`src/rtl/cbs_pkg.sv`:
```
package cbs_pkg;

  typedef enum logic [3:0] {
    ST_IDLE, ST_PROG, ST_WAIT, ST_HDR, ST_CHK,
    ST_PRE, ST_PAY, ST_TAIL, ST_BOOT, ST_END
  } cbs_state_e;

  localparam logic [7:0] BYTE_PREAMBLE = 8'h4F;
  localparam logic [7:0] BYTE_CHECK    = 8'h4B;
  localparam logic [7:0] BYTE_FILL     = 8'hFF;
  localparam int         HDR_LEN       = 8;
  localparam int         TAIL_LEN      = 6;
  localparam int         BOOT_LEN      = 4;

  // Fixed lead-in written once before the first frame.
  function automatic logic [7:0] hdr_byte(input logic [2:0] pos);
    case (pos)
      3'd3:    return BYTE_PREAMBLE;
      3'd4:    return 8'h80;
      3'd5:    return 8'hAF;
      3'd6:    return 8'h9B;
      3'd7:    return BYTE_CHECK;
      default: return BYTE_FILL;
    endcase
  endfunction

  // Trailer after the payload of a frame: check, then extended-write fill.
  function automatic logic [7:0] tail_byte(input logic [2:0] pos);
    case (pos)
      3'd0, 3'd2: return BYTE_CHECK;
      default:    return BYTE_FILL;
    endcase
  endfunction

endpackage

```
`src/rtl/cbs_sync.sv`:
```
module cbs_sync #(
  parameter int W      = 2,
  parameter int STAGES = 2,
  parameter logic [W-1:0] RST_VAL = '0
) (
  input  logic         clk,
  input  logic         rst_n,
  input  logic [W-1:0] d_i,
  output logic [W-1:0] q_o
);
  localparam int CW = W * STAGES;
  logic [CW-1:0] chain;

  always_ff @(posedge clk or negedge rst_n) begin
    if (!rst_n) chain <= {STAGES{RST_VAL}};
    else        chain <= {chain[CW-W-1:0], d_i};
  end

  assign q_o = chain[CW-1 -: W];
endmodule

```
`src/rtl/cbs_timer.sv`:
```
module cbs_timer #(
  parameter int TW = 16
) (
  input  logic          clk,
  input  logic          rst_n,
  input  logic          load_i,
  input  logic [TW-1:0] load_val_i,
  output logic          zero_o
);
  logic [TW-1:0] cnt;

  always_ff @(posedge clk or negedge rst_n) begin
    if (!rst_n)           cnt <= '0;
    else if (load_i)      cnt <= load_val_i;
    else if (cnt != '0)   cnt <= cnt - TW'(1);
  end

  assign zero_o = (cnt == '0);
endmodule

```
`src/rtl/cbs_pace.sv`:
```
module cbs_pace #(
  parameter int SPACING = 4
) (
  input  logic clk,
  input  logic rst_n,
  input  logic stb_i,
  output logic slot_o
);
  localparam int CW = (SPACING < 2) ? 1 : $clog2(SPACING);
  localparam logic [CW-1:0] RELOAD = CW'(SPACING - 1);
  logic [CW-1:0] wait_cnt;

  always_ff @(posedge clk or negedge rst_n) begin
    if (!rst_n)              wait_cnt <= '0;
    else if (stb_i)          wait_cnt <= RELOAD;
    else if (wait_cnt != '0) wait_cnt <= wait_cnt - CW'(1);
  end

  assign slot_o = (wait_cnt == '0);
endmodule

```
`src/rtl/cbs_seq.sv`:
```
module cbs_seq
  import cbs_pkg::*;
#(
  parameter int FRAME_BYTES = 21,
  parameter int TW          = 16,
  parameter logic [TW-1:0] PROG_LOAD = '0,
  parameter logic [TW-1:0] WAIT_LOAD = '0
) (
  input  logic          clk,
  input  logic          rst_n,
  input  logic          start_i,
  input  logic          src_valid_i,
  input  logic [7:0]    src_data_i,
  input  logic          src_last_i,
  output logic          src_ready_o,
  input  logic          slot_i,
  input  logic          init_hi_i,
  input  logic          done_hi_i,
  input  logic          tmr_zero_i,
  output logic          tmr_load_o,
  output logic [TW-1:0] tmr_val_o,
  output logic          emit_o,
  output logic [7:0]    emit_byte_o,
  output logic          frame_go_o,
  output logic          timeout_o,
  output logic          finish_o,
  output cbs_state_e    state_o,
  output logic          ok_o,
  output logic          err_o
);
  localparam int IMAX = (FRAME_BYTES > HDR_LEN) ? FRAME_BYTES : HDR_LEN;
  localparam int IW   = $clog2(IMAX);
  localparam logic [IW-1:0] PAY_END  = IW'(FRAME_BYTES - 1);
  localparam logic [IW-1:0] HDR_END  = IW'(HDR_LEN - 1);
  localparam logic [IW-1:0] TAIL_END = IW'(TAIL_LEN - 1);
  localparam logic [IW-1:0] BOOT_END = IW'(BOOT_LEN - 1);

  cbs_state_e    st, st_n;
  logic [IW-1:0] idx, idx_n;
  logic          last_q;
  logic          take;

  assign src_ready_o = (st == ST_PAY) && slot_i && !last_q;

  always_comb begin
    st_n        = st;
    idx_n       = idx;
    emit_o      = 1'b0;
    emit_byte_o = BYTE_FILL;
    take        = 1'b0;
    tmr_load_o  = 1'b0;
    tmr_val_o   = PROG_LOAD;
    frame_go_o  = 1'b0;
    timeout_o   = 1'b0;
    finish_o    = 1'b0;
    case (st)
      ST_IDLE: begin
        if (start_i) begin
          st_n       = ST_PROG;
          tmr_load_o = 1'b1;
        end
      end
      ST_PROG: begin
        if (tmr_zero_i) begin
          st_n       = ST_WAIT;
          tmr_load_o = 1'b1;
          tmr_val_o  = WAIT_LOAD;
        end
      end
      ST_WAIT: begin
        if (init_hi_i) begin
          st_n  = ST_HDR;
          idx_n = '0;
        end else if (tmr_zero_i) begin
          timeout_o = 1'b1;
          st_n      = ST_IDLE;
        end
      end
      ST_HDR: begin
        if (slot_i) begin
          emit_o      = 1'b1;
          emit_byte_o = hdr_byte(idx[2:0]);
          if (idx == HDR_END) begin
            st_n  = ST_CHK;
            idx_n = '0;
          end else begin
            idx_n = idx + IW'(1);
          end
        end
      end
      ST_CHK: begin
        idx_n = '0;
        if (init_hi_i && !done_hi_i && !last_q) begin
          frame_go_o = 1'b1;
          st_n       = ST_PRE;
        end else begin
          st_n = ST_BOOT;
        end
      end
      ST_PRE: begin
        if (slot_i) begin
          emit_o      = 1'b1;
          emit_byte_o = BYTE_PREAMBLE;
          st_n        = ST_PAY;
          idx_n       = '0;
        end
      end
      ST_PAY: begin
        if (slot_i && (last_q || src_valid_i)) begin
          emit_o      = 1'b1;
          take        = !last_q;
          emit_byte_o = last_q ? BYTE_FILL : src_data_i;
          if (idx == PAY_END) begin
            st_n  = ST_TAIL;
            idx_n = '0;
          end else begin
            idx_n = idx + IW'(1);
          end
        end
      end
      ST_TAIL: begin
        if (slot_i) begin
          emit_o      = 1'b1;
          emit_byte_o = tail_byte(idx[2:0]);
          if (idx == TAIL_END) begin
            st_n  = ST_CHK;
            idx_n = '0;
          end else begin
            idx_n = idx + IW'(1);
          end
        end
      end
      ST_BOOT: begin
        if (slot_i) begin
          emit_o      = 1'b1;
          emit_byte_o = BYTE_FILL;
          if (idx == BOOT_END) begin
            st_n  = ST_END;
            idx_n = '0;
          end else begin
            idx_n = idx + IW'(1);
          end
        end
      end
      ST_END: begin
        finish_o = 1'b1;
        st_n     = ST_IDLE;
      end
      default: st_n = ST_IDLE;
    endcase
  end

  always_ff @(posedge clk or negedge rst_n) begin
    if (!rst_n) begin
      st     <= ST_IDLE;
      idx    <= '0;
      last_q <= 1'b0;
      ok_o   <= 1'b0;
      err_o  <= 1'b0;
    end else begin
      st  <= st_n;
      idx <= idx_n;
      if (st == ST_IDLE && start_i) begin
        last_q <= 1'b0;
        ok_o   <= 1'b0;
        err_o  <= 1'b0;
      end else begin
        if (take && src_last_i) last_q <= 1'b1;
        if (timeout_o) err_o <= 1'b1;
        if (finish_o) begin
          ok_o  <= last_q && done_hi_i;
          err_o <= !(last_q && done_hi_i);
        end
      end
    end
  end

  assign state_o = st;
endmodule

```
`src/rtl/cfg_byte_streamer.sv`:
```
module cfg_byte_streamer
  import cbs_pkg::*;
#(
  parameter int FRAME_BYTES         = 21,
  parameter int PROG_LOW_CYCLES     = 500,
  parameter int INIT_TIMEOUT_CYCLES = 250000,
  parameter int SPACING             = 4,
  parameter int SYNC_STAGES         = 2
) (
  input  logic       clk,
  input  logic       rst_n,
  input  logic       start_i,
  input  logic       src_valid_i,
  input  logic [7:0] src_data_i,
  input  logic       src_last_i,
  output logic       src_ready_o,
  output logic       cfg_wr_o,
  output logic [7:0] cfg_data_o,
  output logic       prog_n_o,
  input  logic       init_n_i,
  input  logic       done_i,
  output logic       busy_o,
  output logic       ok_o,
  output logic       err_o
);
  localparam int TMAX = (PROG_LOW_CYCLES > INIT_TIMEOUT_CYCLES) ? PROG_LOW_CYCLES : INIT_TIMEOUT_CYCLES;
  localparam int TW   = $clog2(TMAX + 1);
  localparam logic [TW-1:0] PROG_LOAD = TW'(PROG_LOW_CYCLES - 1);
  localparam logic [TW-1:0] WAIT_LOAD = TW'(INIT_TIMEOUT_CYCLES - 1);

  logic [1:0]    pins_s;
  logic          init_s, done_s;
  logic          slot_w, emit_w, frame_go_w, timeout_w, finish_w;
  logic          tmr_load, tmr_zero;
  logic [TW-1:0] tmr_val;
  logic [7:0]    emit_byte;
  cbs_state_e    state_w;

  cbs_sync #(.W(2), .STAGES(SYNC_STAGES), .RST_VAL(2'b00)) u_sync (
    .clk(clk), .rst_n(rst_n), .d_i({done_i, init_n_i}), .q_o(pins_s)
  );
  assign init_s = pins_s[0];
  assign done_s = pins_s[1];

  cbs_timer #(.TW(TW)) u_timer (
    .clk(clk), .rst_n(rst_n), .load_i(tmr_load), .load_val_i(tmr_val), .zero_o(tmr_zero)
  );

  cbs_pace #(.SPACING(SPACING)) u_pace (
    .clk(clk), .rst_n(rst_n), .stb_i(emit_w), .slot_o(slot_w)
  );

  cbs_seq #(
    .FRAME_BYTES(FRAME_BYTES), .TW(TW), .PROG_LOAD(PROG_LOAD), .WAIT_LOAD(WAIT_LOAD)
  ) u_seq (
    .clk(clk), .rst_n(rst_n), .start_i(start_i),
    .src_valid_i(src_valid_i), .src_data_i(src_data_i), .src_last_i(src_last_i),
    .src_ready_o(src_ready_o), .slot_i(slot_w), .init_hi_i(init_s), .done_hi_i(done_s),
    .tmr_zero_i(tmr_zero), .tmr_load_o(tmr_load), .tmr_val_o(tmr_val),
    .emit_o(emit_w), .emit_byte_o(emit_byte), .frame_go_o(frame_go_w),
    .timeout_o(timeout_w), .finish_o(finish_w), .state_o(state_w),
    .ok_o(ok_o), .err_o(err_o)
  );

  always_ff @(posedge clk or negedge rst_n) begin
    if (!rst_n) begin
      cfg_wr_o   <= 1'b0;
      cfg_data_o <= 8'hFF;
    end else begin
      cfg_wr_o <= emit_w;
      if (emit_w) cfg_data_o <= emit_byte;
    end
  end

  assign busy_o   = (state_w != ST_IDLE);
  assign prog_n_o = (state_w != ST_PROG);
endmodule

```
`config.mk`:
```
export PLATFORM = sky130hd
export DESIGN_NAME = cfg_byte_streamer
export DESIGN_NICKNAME = d
export VERILOG_FILES = /design/src/rtl/cbs_pkg.sv /design/src/rtl/cbs_sync.sv /design/src/rtl/cbs_timer.sv /design/src/rtl/cbs_pace.sv /design/src/rtl/cbs_seq.sv /design/src/rtl/cfg_byte_streamer.sv
export SDC_FILE = /design/constraint.sdc
export NUM_CORES = 1
export LEC_CHECK = 0
export ABC_AREA = 1
export BUFFER_PORTS_ARGS = -buffer_cell sky130_fd_sc_hd__buf_2
export CORE_ASPECT_RATIO = 1.75
export CORE_MARGIN = 3
export CORE_UTILIZATION = 59
export DETAILED_ROUTE_END_ITERATION = 6
export PLACE_DENSITY = 0.8
export SKIP_LAST_GASP = 1
export SYNTH_ARGS = -nofsm -noshare
export SYNTH_HDL_FRONTEND = slang
export SYNTH_SLANG_ARGS = --single-unit
export TNS_END_PERCENT = 10
```
`constraint.sdc`:
```
create_clock -name clk -period 2.2 [get_ports clk]
set_input_delay 0.11 -clock clk [delete_from_list [all_inputs] [get_ports clk]]
set_output_delay 0.11 -clock clk [all_outputs]
set_load 0.01 [all_outputs]
```
**After elaboration in Yosys (flattened, before gate mapping)**

Cells that the tools add are included.

- Register bits after elaboration: 45
- Input bits: 15
- Word-level logic and storage cells: 133

- Add/sub/neg operators: 3
- Eq/ne operators: 33
- Muxes and demuxes: 58
- Reduce and logical (&&, ||, !) cells: 29

Operators by type and width:

| operator | number |
|---|---|
| 18-bit 2-to-1 mux | 4 |
| 4-bit 2-to-1 mux | 14 |
| 5-bit 2-to-1 mux | 10 |
| 8-bit 2-to-1 mux | 6 |
| 8-bit case mux with 5 select lines | 1 |
| 4-bit case mux with 9 select lines | 1 |
| 5-bit case mux with 7 select lines | 1 |
| 8-bit case mux with 4 select lines | 1 |
| 18-bit logical NOT | 1 |
| 18-bit nonzero test | 1 |
| 18-bit by 1-bit subtractor with 18-bit output (second input constant) | 1 |
| 4-bit by 3-bit == test with 1-bit output (second input constant) | 4 |
| 1-bit 2-to-1 mux | 16 |
| 2-bit by 1-bit inequality test with 1-bit output (second input constant) | 7 |
| 3-bit == test (second input constant) | 4 |
| 12-bit AND reduction | 1 |
| 5-bit by 3-bit == test with 1-bit output (second input constant) | 2 |
| 2-bit inequality test (second input constant) | 5 |
| 2-bit nonzero test | 5 |
| 4-bit by 2-bit == test with 1-bit output (second input constant) | 2 |
| 4-bit == test (second input constant) | 2 |
| 1-bit logical AND | 8 |
| 7-bit AND reduction | 1 |
| 7-bit nonzero test | 1 |
| 19 further kinds | 24 |

**Longest topological paths before layout**

- Depth after elaboration: 7
- Gate-level depth with buffers: 12
- Mapped depth without buffers: 11

**Cells and area by module**

A second synthesis with hierarchy kept.

- Cell total of the unflattened synthesis: 466
- Area total of the unflattened synthesis: 3274.4 um^2

Modules (own cells, without submodules):

| module | instances | cells each | area each (um^2) | seq. area each (um^2) |
|---|---|---|---|---|
| cbs_seq | 1 | 225 | 1413.9 | 300.3 |
| cbs_timer | 1 | 180 | 1271.2 | 450.4 |
| cfg_byte_streamer | 1 | 41 | 362.8 | 235.2 |
| cbs_sync | 1 | 6 | 115.1 | 100.1 |
| cbs_pace | 1 | 14 | 111.4 | 50.0 |

**Worst setup path before layout**

OpenSTA, ideal clock, no wires.

- Path kind: register to register
- Start: register u_pace.wait_cnt[0]
- End: register u_seq.st[1] (netlist: u_seq.state_o[1])
- Data arrival time: 1.431 ns
- Setup slack: 0.652 ns
- Cell stages (with the launch flop): 10
- Path buffers: 0
- Clock period less this slack: 1.548 ns
- Path through: dfrtp_1 > inv_1 > ha_1 > o21ai_4 > nand2_1 > nand2_1 > a21oi_1 > nand3_2 > nand2_1 > nand2_1

- Cells in the longest elaborated chain, start to end: 4

Ends and longest elaborated chain:

| what | RTL line | source |
|---|---|---|
| start: declaration | cbs_pace.sv:11 | `logic [CW-1:0] wait_cnt;` |
| start signal: assignment | cbs_pace.sv:16 | `else if (wait_cnt != '0) wait_cnt <= wait_cnt - CW'(1);` |
| 2-bit logical NOT (*) | cbs_pace.sv:19 | `assign slot_o = (wait_cnt == '0);` |
| 1-bit logical AND | cbs_seq.sv:109 | `if (slot_i && (last_q \|\| src_valid_i)) begin` |
| 2-bit inequality test (no line) | - |  |
| 12-bit AND reduction (no line) (*) | - |  |
| end signal: assignment | cbs_seq.sv:161 | `st <= st_n;` |
| end: declaration | cbs_seq.sv:38 | `cbs_state_e st, st_n;` |

Mark *: on every way between the ends. The rest lies on a longest branch, timed or not.
A chain may end at the register's enable or synchronous reset.

**Worst setup path after layout**

Same ends and word-level chain as after synthesis.

==> run summary <==
===============================================================================================
Worst slew margin                                                                         62.4%
XOR/XNOR share of the synthesized area                                                    3.29%
Worst clock skew on the final layout                                                  0.0171 ns
Number of optimization iterations in the first detailed-route pass                            4
Commonest non-fill, non-tap cell in the layout                                          nand2_1
Number of H-tree branching levels                                                             2
Routability-driven placement congestion ratio                                             0.897
WHS Endpoint                                                                       u_seq.last_q$_DFFE_PN0P_
Clock input transition at the sequential cells of the worst setup and hold paths        0.08 ns
Tightest hold margin                                                                   0.166 ns
Horizontal die dimension                                                                59.3 um
Number of placement rows                                                                     33
Maximum clock frequency                                                                 546 MHz
Synthesized instance count                                                                  405
Period utilisation layout                                                                 83.2%
Crit path time final                                                                    1.83 ns
Sink Count                                                                                   45
Outcome                                                                               completed
Final TNS setup                                                                            0 ns
Routed wire length                                                                      6940 um
Final Net Count                                                                             464
CP Class                                                                           flip-flop to flip-flop
Post-CTS Setup Inserts                                                                        0
CTS max path bufs                                                                             2
DRT antenna net count                                                                         0
GRT Resource Usage Total                                                                  25.9%
Effective utilization at floorplan                                                        61.7%
Post-synthesis to final-layout area growth                                                11.1%
Register-to-register setup slack                                                        0.37 ns
Element type at the critical path start                                               flip-flop
Power per unit of standard cell area                                               1050 nW/um^2
Average detailed-routed wire length per instance                                        14.1 um
Highest-delay cell along the critical path                                              dfrtp_1
Area fraction in and, or, nand and nor cells after synthesis                              38.1%
I/O pin count                                                                                29
Share of cells above drive strength 1                                                     18.8%
Family of cells with the greatest summed delay on the critical path                simple AND/OR/NAND/NOR gates
Post-route DRC violation count                                                                0
Slew of the pin with the lowest slew margin                                            0.564 ns
Crit Reg-Reg Endpoint                                                              u_seq.state_o[1]$_DFFE_PN0P_
Antenna violations before repair                                                              0
Synth Net Count                                                                             428
Total of warnings raised by yosys                                                             0
Count of port buffers added during placement                                                 28
Number of diodes added for antenna fixing                                                     0
Cells traversed along the worst timing path                                        inv_1, ha_1, o21ai_4, nand2_1, nand2_1, a21oi_1, nand3_2, nand2_1, nand2_1
Levels on crit path                                                                           9
Floorplan die area                                                                    5880 um^2
Total via count in the routed design                                                      2,721
Critical path arrival                                                                   2.02 ns
Required @ worst endpoint                                                               2.39 ns
Max-cap check violation count                                                                 0
Critical path's largest stage delay                                                     0.39 ns
Floorplan die height                                                                    99.2 um
Peak fanout along the critical path                                                           7
Leakage Power                                                                           1.73 nW
Origin of the worst min-delay path                                                   src_last_i
Final slew viol count                                                                         0
Worst path buffer plus inverter count                                                         1
Avg Inst Size Synth                                                                   7.23 um^2
Seq/Total Area, Yosys                                                                     38.8%
Cell chosen for the clock root                                                         clkbuf_8
Class of the tightest hold or removal check                                        primary input to flip-flop
Number of DRC violations after detailed-routing iteration 0                                 106
Clock tree from TritonCTS                                                                 built
Core Box Area                                                                         4750 um^2
Leading cell types in the layout, fill and taps excluded                           nand2_1 (102), nor2_1 (56), inv_1 (48)
Largest net degree at the start of global routing                                            46
#FFs+latches synth                                                                           45
Worst Reg-to-Reg Cells                                                                        9
Mean number of vias per cell                                                               5.51
Fin. Hold Viols                                                                               0
Unique cell type count in the Yosys netlist                                                  36
Latest clock arrival within the worst-skew pair                                         0.31 ns
Largest family of logic cells by synthesized area                                  simple AND/OR/NAND/NOR gates
Total grt overflow                                                                            0
Wire length of the first global-routing pass                                          11,600 um
Final number of setup-violating endpoints                                                     0
Critical register-to-register path startpoint                                      u_pace.wait_cnt[0]$_DFFE_PN0P_
Area share of fa/ha/maj cells after synthesis                                             3.42%
Multiplexer fraction of the synthesized cell area                                            0%
Post-synthesis instance area                                                          2930 um^2
Final HPWL from detailed placement                                                      5430 um
RSZ-0062 raised after global routing                                                         no
Vias in the first global route                                                            2,723
Crit. End Element                                                                     flip-flop
Layout fillers                                                                              436
Crit path top cell by count                                                             nand2_1
Cells on Worst Hold Path                                                                      3
Largest voltage drop on the vdd net                                                    0.797 mV
CTS buffer count                                                                              5
Synthesized-area fraction occupied by ao, oa, aoi and oai cells                           7.90%
===============================================================================================
-- how the worst max path moves through the flow --
stage	from	end	slack (ns)
after floorplan	u_pace.wait_cnt[0]$_DFFE_PN0P_	u_seq.state_o[1]$_DFFE_PN0P_	0.65
after global placement	u_pace.wait_cnt[0]$_DFFE_PN0P_	u_seq.state_o[0]$_DFFE_PN0P_	0.44
after detailed placement	u_pace.wait_cnt[0]$_DFFE_PN0P_	u_seq.state_o[0]$_DFFE_PN0P_	0.39
after CTS	u_pace.wait_cnt[0]$_DFFE_PN0P_	u_seq.state_o[1]$_DFFE_PN0P_	0.38
after global routing	u_timer.cnt[0]$_DFFE_PN0P_	u_timer.cnt[13]$_DFFE_PN0P_	0.23
final	u_pace.wait_cnt[0]$_DFFE_PN0P_	u_seq.state_o[1]$_DFFE_PN0P_	0.37
-- final cells by class --
type | instances | area (um^2) | area share [%]
clock buffer | 6 | 72.6 | 2.23
clock inverter | 2 | 35.0 | 1.08
inverter | 54 | 203 | 6.23
multi-input combinational | 300 | 1540 | 47.4
sequential | 45 | 1140 | 34.9
tap | 52 | 65.1 | 2.00
timing repair buffer | 35 | 200 | 6.15
-- where the power goes --
part	internal (mW)	switching (mW)	total (mW)
Combinational	0.555	1.03	1.58
Clock	0.337	0.279	0.616
Sequential	1.07	0.161	1.23
Total	1.96	1.47	3.43
-- worst min-delay path: stages --
cell and delay, ns:
buf_2 0.07, and3_1 0.15, o21a_1 0.10
-- flip-flops by register name, indices dropped and copies added (netlist names) --
signal and count:
u_seq.idx 5, cfg_wr_o 1, u_sync.chain 4, u_seq.err_o 1, cfg_data_o 8, u_seq.ok_o 1, u_seq.state_o 4, u_seq.last_q 1
u_pace.wait_cnt 2, u_timer.cnt 18
-- per-layer routing --
layer	wire length [um]	track usage [%]	part of all wire [%]
met1	2410	25.3	35
met2	3950	47.7	57
met3	219	3.77	3.2
met4	361	16.6	5.2
met5	0	0	0
-- cell usage after synthesis, drive strengths merged --
| master | instances | area [um^2] |
|---|---|---|
| nand4 | 10 | 62.6 |
| nand3 | 35 | 208 |
| nand2 | 110 | 438 |
| nand3b | 3 | 22.5 |
| nor3 | 8 | 40.0 |
| a31oi | 1 | 6.26 |
| dfrtp | 37 | 926 |
| xor2 | 8 | 70.1 |
| a21oi | 7 | 35.0 |
| o31ai | 1 | 7.51 |
| nor2 | 65 | 282 |
| dfstp | 8 | 210 |
| o21ai | 26 | 145 |
| buf | 6 | 47.5 |
| and3 | 1 | 6.26 |
| o21a | 1 | 7.51 |
| inv | 54 | 203 |
| or2 | 8 | 50.1 |
| and2 | 1 | 6.26 |
| o211ai | 3 | 22.5 |
| o21bai | 1 | 7.51 |
| ha | 8 | 100 |
| xnor2 | 3 | 26.3 |
-- per-stage QoR --
| stage | cell area (um^2) | instances | setup WS (ns) | power [mW] | utilization (%) |
|---|---|---|---|---|---|
| floorplan | 2930 | 405 | 0.652 | 2.38 | - |
| finish | 3250 | 494 | 0.369 | 3.43 | 68.5 |
| CTS | 3250 | 494 | 0.377 | 3.45 | 68.5 |
| global placement | 3120 | 483 | 0.442 | 2.77 | 65.6 |
| detailed placement | 3120 | 483 | 0.392 | 2.82 | 65.6 |
| global route | 3250 | 494 | 0.231 | 3.71 | 68.5 |
-- kinds of logic after synthesis --
group,after synthesis
AO/OA/AOI/OAI,40
XOR/XNOR,11
AND/OR/NAND/NOR,241
buffers and inverters,60
adder cells (fa/ha/maj),8
flip-flops,45
-- timing repair --
item / in CTS / in global routing
hold buffers: 3 / 0
resized for setup: 0 / 0
endpoints found under the hold margin: 39 / 0
Power figures use the tool's default switching activity.
